==> src/rtl/rtt_pkg.sv <==
package rtt_pkg;
  typedef enum logic [1:0] {
    ST_IDLE  = 2'd0,
    ST_COUNT = 2'd1,
    ST_DONE  = 2'd2
  } rtt_state_e;

  localparam int          BYTE_W     = 8;
  localparam logic [7:0]  COMMA_BYTE = 8'hBC;
endpackage

==> src/rtl/rtt_comma_det.sv <==
module rtt_comma_det #(
  parameter int                DATA_W = 8,
  parameter logic [DATA_W-1:0] CODE   = '1
) (
  input  logic [DATA_W-1:0] data_i,
  input  logic              k_i,
  output logic              hit_o
);
  assign hit_o = k_i && (data_i == CODE);
endmodule

==> src/rtl/rtt_ctrl.sv <==
module rtt_ctrl
  import rtt_pkg::*;
(
  input  logic clk_i,
  input  logic rst_ni,
  input  logic enable_i,
  input  logic clear_i,
  input  logic tx_hit_i,
  input  logic rx_hit_i,
  input  logic sat_i,
  output logic start_o,
  output logic cap_o,
  output logic cap_to_o,
  output logic busy_o,
  output logic valid_o,
  output logic timeout_o
);
  rtt_state_e state_q, state_d;
  logic       en_q;
  logic       to_q;
  logic       rearm;

  assign rearm = clear_i || (enable_i && !en_q);

  always_comb begin
    state_d  = state_q;
    start_o  = 1'b0;
    cap_o    = 1'b0;
    cap_to_o = 1'b0;
    unique case (state_q)
      ST_IDLE: begin
        if (enable_i && !clear_i && tx_hit_i) begin
          state_d = ST_COUNT;
          start_o = 1'b1;
        end
      end
      ST_COUNT: begin
        if (clear_i || !enable_i) begin
          state_d = ST_IDLE;
        end else if (rx_hit_i) begin
          state_d = ST_DONE;
          cap_o   = 1'b1;
        end else if (sat_i) begin
          state_d  = ST_DONE;
          cap_o    = 1'b1;
          cap_to_o = 1'b1;
        end
      end
      ST_DONE: begin
        if (rearm) state_d = ST_IDLE;
      end
      default: state_d = ST_IDLE;
    endcase
  end

  always_ff @(posedge clk_i or negedge rst_ni) begin
    if (!rst_ni) begin
      state_q <= ST_IDLE;
      en_q    <= 1'b0;
      to_q    <= 1'b0;
    end else begin
      state_q <= state_d;
      en_q    <= enable_i;
      if (cap_o)                   to_q <= cap_to_o;
      else if (state_d != ST_DONE) to_q <= 1'b0;
    end
  end

  assign busy_o    = (state_q == ST_COUNT);
  assign valid_o   = (state_q == ST_DONE) && !to_q;
  assign timeout_o = to_q;

  assert_idle_when_off_R3: assert property (@(posedge clk_i) disable iff (!rst_ni)
    (state_q == ST_IDLE && !enable_i) |=> (state_q == ST_IDLE));

  assert_stop_on_rx_R5: assert property (@(posedge clk_i) disable iff (!rst_ni)
    (state_q == ST_COUNT && enable_i && !clear_i && rx_hit_i) |=> (valid_o && !busy_o));

  assert_tx_ignored_R7: assert property (@(posedge clk_i) disable iff (!rst_ni)
    (state_q == ST_COUNT && enable_i && !clear_i && !rx_hit_i && !sat_i) |=> busy_o);

  assert_abort_R11: assert property (@(posedge clk_i) disable iff (!rst_ni)
    (busy_o && !enable_i) |=> (state_q == ST_IDLE));

  assert_flags_excl_R12: assert property (@(posedge clk_i) disable iff (!rst_ni)
    $onehot0({busy_o, valid_o, timeout_o}));
endmodule

==> src/rtl/rtt_counter.sv <==
module rtt_counter #(
  parameter int CNT_W = 20
) (
  input  logic             clk_i,
  input  logic             rst_ni,
  input  logic             start_i,
  input  logic             run_i,
  input  logic             cap_i,
  input  logic             cap_to_i,
  output logic             sat_o,
  output logic [CNT_W-1:0] result_o
);
  localparam logic [CNT_W-1:0] CNT_MAX = '1;
  localparam logic [CNT_W-1:0] CNT_ONE = CNT_W'(1);

  logic [CNT_W-1:0] cnt_q;
  logic [CNT_W-1:0] res_q;
  logic [CNT_W-1:0] cnt_inc;

  assign cnt_inc = cnt_q + CNT_ONE;
  assign sat_o   = (cnt_inc == CNT_MAX);

  always_ff @(posedge clk_i or negedge rst_ni) begin
    if (!rst_ni) begin
      cnt_q <= '0;
      res_q <= '0;
    end else begin
      if (start_i)    cnt_q <= '0;
      else if (run_i) cnt_q <= cnt_inc;
      if (cap_i)      res_q <= cap_to_i ? CNT_MAX : cnt_inc;
    end
  end

  assign result_o = res_q;

  assert_count_step_R4: assert property (@(posedge clk_i) disable iff (!rst_ni)
    (run_i && !start_i) |=> (cnt_q == $past(cnt_q) + CNT_ONE));

  assert_result_hold_R9: assert property (@(posedge clk_i) disable iff (!rst_ni)
    !cap_i |=> $stable(res_q));
endmodule

==> src/rtl/rtt_regs.sv <==
module rtt_regs #(
  parameter int CNT_W = 20
) (
  input  logic             rd_addr_i,
  input  logic [CNT_W-1:0] result_i,
  input  logic             busy_i,
  input  logic             valid_i,
  input  logic             timeout_i,
  output logic [CNT_W-1:0] rd_data_o
);
  logic [CNT_W-1:0] status_word;

  always_comb begin
    status_word      = '0;
    status_word[0]   = busy_i;
    status_word[1]   = valid_i;
    status_word[2]   = timeout_i;
  end

  assign rd_data_o = rd_addr_i ? status_word : result_i;
endmodule

==> src/rtl/rtt_latency_meter.sv <==
module rtt_latency_meter
  import rtt_pkg::*;
#(
  parameter int CNT_W = 20
) (
  input  logic              clk_i,
  input  logic              rst_ni,
  input  logic              enable_i,
  input  logic              clear_i,
  input  logic [BYTE_W-1:0] tx_data_i,
  input  logic              tx_k_i,
  input  logic [BYTE_W-1:0] rx_data_i,
  input  logic              rx_k_i,
  input  logic              rd_addr_i,
  output logic [CNT_W-1:0]  rd_data_o,
  output logic              busy_o,
  output logic              valid_o,
  output logic              timeout_o,
  output logic [CNT_W-1:0]  result_o
);
  localparam logic [CNT_W-1:0] RES_MAX = '1;

  logic tx_hit, rx_hit, sat, start, cap, cap_to;

  rtt_comma_det #(.DATA_W(BYTE_W), .CODE(COMMA_BYTE)) u_tx_det (
    .data_i(tx_data_i), .k_i(tx_k_i), .hit_o(tx_hit)
  );

  rtt_comma_det #(.DATA_W(BYTE_W), .CODE(COMMA_BYTE)) u_rx_det (
    .data_i(rx_data_i), .k_i(rx_k_i), .hit_o(rx_hit)
  );

  rtt_ctrl u_ctrl (
    .clk_i    (clk_i),
    .rst_ni   (rst_ni),
    .enable_i (enable_i),
    .clear_i  (clear_i),
    .tx_hit_i (tx_hit),
    .rx_hit_i (rx_hit),
    .sat_i    (sat),
    .start_o  (start),
    .cap_o    (cap),
    .cap_to_o (cap_to),
    .busy_o   (busy_o),
    .valid_o  (valid_o),
    .timeout_o(timeout_o)
  );

  rtt_counter #(.CNT_W(CNT_W)) u_cnt (
    .clk_i   (clk_i),
    .rst_ni  (rst_ni),
    .start_i (start),
    .run_i   (busy_o),
    .cap_i   (cap),
    .cap_to_i(cap_to),
    .sat_o   (sat),
    .result_o(result_o)
  );

  rtt_regs #(.CNT_W(CNT_W)) u_regs (
    .rd_addr_i(rd_addr_i),
    .result_i (result_o),
    .busy_i   (busy_o),
    .valid_i  (valid_o),
    .timeout_i(timeout_o),
    .rd_data_o(rd_data_o)
  );

  assert_start_busy_R4: assert property (@(posedge clk_i) disable iff (!rst_ni)
    (!busy_o && !valid_o && !timeout_o && enable_i && !clear_i && tx_k_i && tx_data_i == COMMA_BYTE)
    |=> busy_o);

  assert_timeout_all_ones_R8: assert property (@(posedge clk_i) disable iff (!rst_ni)
    $rose(timeout_o) |-> (result_o == RES_MAX && !valid_o));

  assert_clear_rearms_R9: assert property (@(posedge clk_i) disable iff (!rst_ni)
    (clear_i && !busy_o) |=> (!busy_o && !valid_o && !timeout_o));
endmodule

==> config.mk <==
export PLATFORM = sky130hd
export DESIGN_NAME = rtt_latency_meter
export DESIGN_NICKNAME = d
export VERILOG_FILES = /design/src/rtl/rtt_pkg.sv /design/src/rtl/rtt_comma_det.sv /design/src/rtl/rtt_ctrl.sv /design/src/rtl/rtt_counter.sv /design/src/rtl/rtt_regs.sv /design/src/rtl/rtt_latency_meter.sv
export SDC_FILE = /design/constraint.sdc
export NUM_CORES = 1
export LEC_CHECK = 0
export ABC_AREA = 1
export CAP_MARGIN = 30
export CORE_MARGIN = 8
export CORE_UTILIZATION = 50
export CTS_CLUSTER_SIZE = 12
export DETAILED_ROUTE_END_ITERATION = 7
export DONT_BUFFER_PORTS = 1
export PLACE_DENSITY_LB_ADDON = 0.3
export SLEW_MARGIN = 25
export SYNTH_ARGS = -nofsm -noshare
export SYNTH_HDL_FRONTEND = slang
export SYNTH_SLANG_ARGS = --single-unit
==> constraint.sdc <==
create_clock -name clk_i -period 1.85 [get_ports clk_i]
set_input_delay 0.37 -clock clk_i [delete_from_list [all_inputs] [get_ports clk_i]]
set_output_delay 0.37 -clock clk_i [all_outputs]
set_load 0.005 [all_outputs]
==> results of run 1 <==
==> per-stage QoR <==
stage	setup TNS [ns]	instances
2_1_floorplan	-1.93	415
3_3_place_gp	-4.59	531
3_5_place_dp	-5.62	531
4_1_cts	-4.49	546
5_1_grt	-9.40	549
6_report	-6.71	549
==> cell type report <==
class,instances,area (µm²)
clock inverters,2,35.0
repair buffers,63,541
fillers,435,1740
well taps,72,90.1
flip-flops and latches,44,1100
clock buffers,6,72.6
multi-input cells,277,1670
inverters,85,327
==> cell usage in the layout (no fill, tap or decap), types with 5 or more instances in the layout <==
| cell | count |
|---|---|
| nor2_1 | 34 |
| nor2_4 | 12 |
| o21ai_0 | 8 |
| nor2_2 | 9 |
| dfrtp_1 | 43 |
| o22ai_1 | 17 |
| clkbuf_8 | 5 |
| nand4_1 | 9 |
| nand2_1 | 86 |
| nand3_2 | 7 |
| nand2_4 | 7 |
| inv_1 | 81 |
| nand3_1 | 31 |
| nand2_2 | 28 |
| buf_4 | 55 |
==> logic make-up (layout without fill, tap and decap cells) <==
family,Yosys count,after routing,synth area share
AOI/OAI and AO/OA,33,33,0.0714
DFF,44,44,0.378
and+or+nand+nor,238,240,0.400
adders and majority gates,2,2,0.00860
buffers and inverters,96,156,0.132
xor gates and xnor gates,2,2,0.00860
==> cells in the mapped netlist <==
cell / number
nand3b_2: 1
nor2_1: 45
buf_6: 3
nand2_2: 22
nand4_1: 9
o21ai_2: 1
inv_2: 2
o21bai_4: 1
nand3_2: 2
clkinv_1: 1
nor2_4: 5
dfrtp_1: 44
nor4b_1: 1
inv_1: 82
o21ai_0: 12
a21oi_2: 1
nand2_1: 98
nor2_2: 5
nor2_8: 2
a21oi_1: 1
nand3b_1: 1
or4_1: 1
buf_2: 2
xor2_1: 1
nand3_1: 37
xor2_2: 1
ha_1: 2
nand2_4: 3
clkbuf_1: 6
nor4_1: 2
o22ai_1: 17
nor3_1: 4
==> registers in the layout, summed over array words and instances, names as in the netlist <==
name	flops
u_cnt.cnt_q	20
u_ctrl.timeout_o	1
u_ctrl.en_q	1
u_ctrl.state_q	2
u_cnt.result_o	20
==> where the power goes <==
part	internal (mW)	total, mW	switching [mW]
logic	0.623	1.47	0.848
clock network	0.402	0.753	0.352
registers	0.988	1.02	0.0280
==> how the worst max path moves through the flow <==
stage | endpoint | slack (ns) | cells after the start
global placement | u_cnt.result_o[18]$_DFFE_PN0P_ | -0.24 | 15
detailed placement | u_cnt.result_o[11]$_DFFE_PN0P_ | -0.29 | 15
finish | u_cnt.result_o[5]$_DFFE_PN0P_ | -0.37 | 14
global route | u_cnt.result_o[5]$_DFFE_PN0P_ | -0.45 | 15
CTS | u_cnt.result_o[11]$_DFFE_PN0P_ | -0.23 | 15
floorplan | u_cnt.result_o[10]$_DFFE_PN0P_ | -0.11 | 15
==> timing repair <==
item                       4_1_cts  5_1_grt
hold endpoints to repair        44        0
resized for setup               28       37
cloned                           2        1
pin swaps                       10       17
setup endpoints to repair       23       23
setup buffers                    3        2
hold buffers                     2        0
==> routing by layer <==
layer  vias to the layer above  global-route usage  share of wire
li1                       1400                   -              -
met1                      1354               0.244           0.40
met2                        96               0.342           0.51
met3                        18              0.0448          0.064
met4                         0              0.0711          0.022
met5                         -                   0              0
==> impl_metrics.toml, run 1 <==
[status]
status = "finished with violations"
violations = "setup timing"

[global_route]
grt_use_total = 0.202
grt-ovfl-total = 0
grt_pass1_wl_um = 13900
grt_pass1_vias = 2851
antenna_found_initial = 0
grt_max_degree = 45

[clock_network]
root_buffer = "clkbuf_8"
cts.clk_slew.worst_paths_ns = 0.08
h-tree-depth = 2
cts_tree = "yes"
clk_latency_ns = 0.30
numClockSinks = 44
clk_path_buf_depth = 2
cts_buffers = 5

[floorplan]
die_h_um = 92.3
design.core.area_mm2 = 0.00557
start_util = 0.522
io_pins = 66
die_x_um = 92.3
core.rowCount = 27
die_area_mm2 = 0.00851

[yosys]
ys_ff_latch = 44
ys_seq_area_frac = 0.378
avgSynthCellArea_um2 = 7.01
yosys.area.top_type = "dfrtp_1"
yosysTopAreaCellShare = 0.378
syn_inst = 415
ys_warn_count = 0
synth_nets = 440
synthesis.area_mm2 = 0.00291
synth.distinct_cells = 32
synthTopCellsByArea = "dfrtp_1 (38%), nand2_1 (13%), inv_1 (11%), nand3_1 (6.4%), nor2_1 (5.8%)"

[min_path]
hold_path_depth = 0
hold_end = "u_ctrl.en_q$_DFF_PN0_"
hp-start = "enable_i"
hold_class = "input pin to flip-flop"

[worst_setup_path]
cp-end-kind = "flip-flop"
path_buf_inv = 2
critPathLaunchType = "flip-flop"
reg2reg_to = "u_cnt.result_o[5]$_DFFE_PN0P_"
critPathTopFamily = "simple AND/OR/NAND/NOR gates"
crit_type = "flip-flop to flip-flop"
crit_arrival_ns = 2.42
cp_slowest_cell = "dfrtp_1"
worstPathCellList = "ha_4 > nand2_4 > nand2_1 > nor2_2 > nand2_1 > nor2_2 > nand2_2 > nor2_4 > nand3_2 > o21bai_4 > clkbuf_16 > nand3_1 > nand2_1 > inv_1"
r2r_start = "u_cnt.cnt_q[0]$_DFFE_PN0P_"
max_stage_delay_ns = 0.43
crit_top_cell = "nand2_1"
r2r_setup_slack_ns = -0.37
rr_worst_depth = 14
critPathLaunch = "u_cnt.cnt_q[0]$_DFFE_PN0P_"
cp.required_ns = 2.04
crit_path_max_fanout = 7

[timing]
rsz0062_at_grt = "yes"
slew_headroom = 0.712
slew_viol_final = 0
min_period_over_period = 1.20
tightest_slew_ns = 0.426
fmax_mhz = 449
final.setup.worst_slack_ns = -0.375
setup_viol = 23
finClkSkew_ns = 0.0107
whs_ns = 0.0925
hold_viol = 0
min_period_ns = 2.22

[job]
maxCapViolCount = 0

[placement]
place_area_mm2 = 0.00336
dp_slack_ns = -0.288
dp_hpwl_um = 6190
port_buffers = 0
gp_congestion = 0.905

[route]
drt_first_iter_violations = 243
drtAntennaViolNets = 0
route.detailed.drc = 0
routed-via-count = 2868
wirelength_um = 8850
wl_per_cell_um = 16.1
viasPerCell = 5.22
drt_first_pass_iters = 4

[power_and_ir_drop]
power.leakage_nw = 2.08
peakVddDrop_mv = 0.387
total_power_mw = 3.24
power_density_mw_per_mm2 = 845

[finish]
area_growth_pct = 31.8
num-nets-final = 501
final_area_mm2 = 0.00383
utilization = 0.688
layout-drive-gt1-share = 0.321
antennaDiodeCount = 0
No activity file was read; power rests on OpenSTA's default activity.
==> run 2: changes to the inputs <==
--- a/config.mk
+++ b/config.mk
@@ -9,6 +9,7 @@
 export CAP_MARGIN = 30
 export CORE_MARGIN = 8
 export CORE_UTILIZATION = 50
+export CTS_BUF_LIST = sky130_fd_sc_hd__clkbuf_8
 export CTS_CLUSTER_SIZE = 12
 export DETAILED_ROUTE_END_ITERATION = 7
 export DONT_BUFFER_PORTS = 1
==> run 2 against run 1 <==
  * The flow still finishes with violations (setup timing)
  * Combinational power increased by 3%
  * Hold slack got worse by 0.011 ns
  * Largest power group unchanged
  * Sequential share of layout area decreased by 0.47 points
  * First-iteration DRC count is 30% lower
  * Die area unchanged
  * Count of clock-buffer cells in the layout down 1
==> impl_metrics.toml, run 2 (synthesis gave the netlist of run 1 again) <==
[global_route]
grt_pass1_vias = 2855
grt_pass1_wl_um = 13800
grt_use_total = 0.200
grt_max_degree = 45
grt-ovfl-total = 0
antenna_found_initial = 0

[worst_setup_path]
critPathLaunchType = "flip-flop"
cp-end-kind = "flip-flop"
reg2reg_to = "u_cnt.result_o[5]$_DFFE_PN0P_"
r2r_setup_slack_ns = -0.41
cp.required_ns = 2.09
rr_worst_depth = 16
crit_path_max_fanout = 5
crit_type = "flip-flop to flip-flop"
r2r_start = "u_cnt.cnt_q[1]$_DFFE_PN0P_"
crit_arrival_ns = 2.51

[finish]
num-nets-final = 506
layout-drive-gt1-share = 0.326
final_common_cell = "nand2_1"
utilization = 0.700
final_cell_mix = "nand2_1 (86), inv_1 (82), buf_4 (55)"
finalNonFillerCells = 554
area_growth_pct = 34.1
antennaDiodeCount = 0

[min_path]
hold_end = "u_ctrl.en_q$_DFF_PN0_"
hold_class = "input pin to flip-flop"
hold_path_depth = 0
hp-start = "enable_i"

[floorplan]
die_area_mm2 = 0.00851
die_x_um = 92.3
start_util = 0.522
die_h_um = 92.3
core.rowCount = 27
io_pins = 66
design.core.area_mm2 = 0.00557

[power_and_ir_drop]
swShare = 0.377
power_density_mw_per_mm2 = 842
pwr-share-comb = 0.460
switchingPower_mw = 1.24
peakVddDrop_mv = 0.401
clkPwrFrac = 0.230
pwr-share-seq = 0.310
power.leakage_nw = 2.11
intPower_mw = 2.05

[route]
viasPerCell = 5.30
drt_first_pass_iters = 5
routed-via-count = 2937
drtAntennaViolNets = 0
wl_per_cell_um = 16.2
wirelength_um = 8980
route.detailed.drc = 0
drt_first_iter_violations = 170

[timing]
fmax_mhz = 442
slew_headroom = 0.688
setup_viol = 23
min_period_over_period = 1.22
finClkSkew_ns = 0.00898
whs_ns = 0.0812
slew_viol_final = 0
min_period_ns = 2.26
final.setup.worst_slack_ns = -0.413
tightest_slew_ns = 0.468
hold_viol = 0
rsz0062_at_grt = "yes"
tns_ns = -8.28

[placement]
dp_hpwl_um = 6190
gp_congestion = 0.905
dp_cells = 531
port_buffers = 0

[clock_network]
cts_buffers = 5
root_buffer = "clkbuf_8"
cts.clk_slew.worst_paths_ns = 0.09
clk_latency_ns = 0.31
clk_path_buf_depth = 2
cts_tree = "yes"
h-tree-depth = 2
numClockSinks = 44

[status]
status = "finished with violations"
violations = "setup timing"

[job]
maxCapViolCount = 0
[run 2: cell count changes in the layout (fill, tap and decap cells not counted), moves of 2 or more]
cell     before  now
nand3_2       7    9
o21ai_1       2    4
o21ai_2       3    1
buf_6         4    7
nor2_1       34   36
nand2_4       7    9
nor2_2        9    7
nand3_1      31   28
[run 2: metrics by stage]
step	cell area, µm²	setup WS, ns	total power, mW
detailed placement	3360	-0.288	2.21
global placement	3360	-0.238	2.18
global route	3900	-0.498	3.46
CTS	3600	-0.245	3.03
finish	3900	-0.413	3.29
floorplan	2920	-0.108	1.69
[run 2: worst max path at each step]
| stage | start | end | slack [ns] | cells past startpoint |
|---|---|---|---|---|
| finish | u_cnt.cnt_q[1]$_DFFE_PN0P_ | u_cnt.result_o[5]$_DFFE_PN0P_ | -0.41 | 16 |
| global route | u_cnt.cnt_q[0]$_DFFE_PN0P_ | u_cnt.result_o[5]$_DFFE_PN0P_ | -0.50 | 16 |
| CTS | u_cnt.cnt_q[0]$_DFFE_PN0P_ | u_cnt.result_o[11]$_DFFE_PN0P_ | -0.24 | 15 |
| detailed placement | u_cnt.cnt_q[1]$_DFFE_PN0P_ | u_cnt.result_o[11]$_DFFE_PN0P_ | -0.29 | 15 |
| global placement | u_cnt.cnt_q[1]$_DFFE_PN0P_ | u_cnt.result_o[18]$_DFFE_PN0P_ | -0.24 | 15 |
| floorplan | u_cnt.cnt_q[1]$_DFFE_PN0P_ | u_cnt.result_o[10]$_DFFE_PN0P_ | -0.11 | 15 |
[run 2: routing by layer]
| layer | up-vias | share of wire | global-route usage |
|---|---|---|---|
| met2 | 129 | 0.49 | 0.334 |
| met4 | 0 | 0.026 | 0.0711 |
| met1 | 1364 | 0.40 | 0.239 |
| li1 | 1420 | - | - |
| met3 | 24 | 0.083 | 0.0570 |
| met5 | - | 0 | 0 |
[run 2: power groups by stage]
stage               registers [mW]  logic (mW)  clock network, mW
floorplan                     1.03       0.664                  0
global placement              1.03        1.15                  0
finish                        1.02        1.51              0.756
global route                  1.02        1.64              0.796
CTS                           1.01        1.27              0.752
detailed placement            1.03        1.18                  0
[run 2: area by class of cell]
cell class,count,area [µm²]
multi-input cells,279,1700
fillers,410,1670
flip-flops and latches,44,1100
repair buffers,66,574
inverters,85,324
well taps,72,90.1
clock buffers,5,68.8
clock inverters,3,38.8
[run 2: what timing repair did]
item                                   4_1_cts  5_1_grt
endpoints found under the hold margin       44        0
setup endpoints to repair                   23       23
setup buffers                                2        7
pin swaps                                    5       33
resized for setup                           16       52
gates cloned                                 2        3
hold buffers                                 2        0
[run 2: worst max-delay path: stages (launching register included)]
cell and delay (ns):
dfrtp_1 0.42, ha_4 0.18, nand2_4 0.07, nor2_4 0.22, nand2_4 0.11, nand2_4 0.08, nand2_4 0.05, nor2_4 0.12
buf_4 0.12, nand3_2 0.09, nor2_4 0.16, nand3_4 0.13, nand2_8 0.16, nand2_8 0.08, nand2_2 0.07, nand2_1 0.07
inv_1 0.06
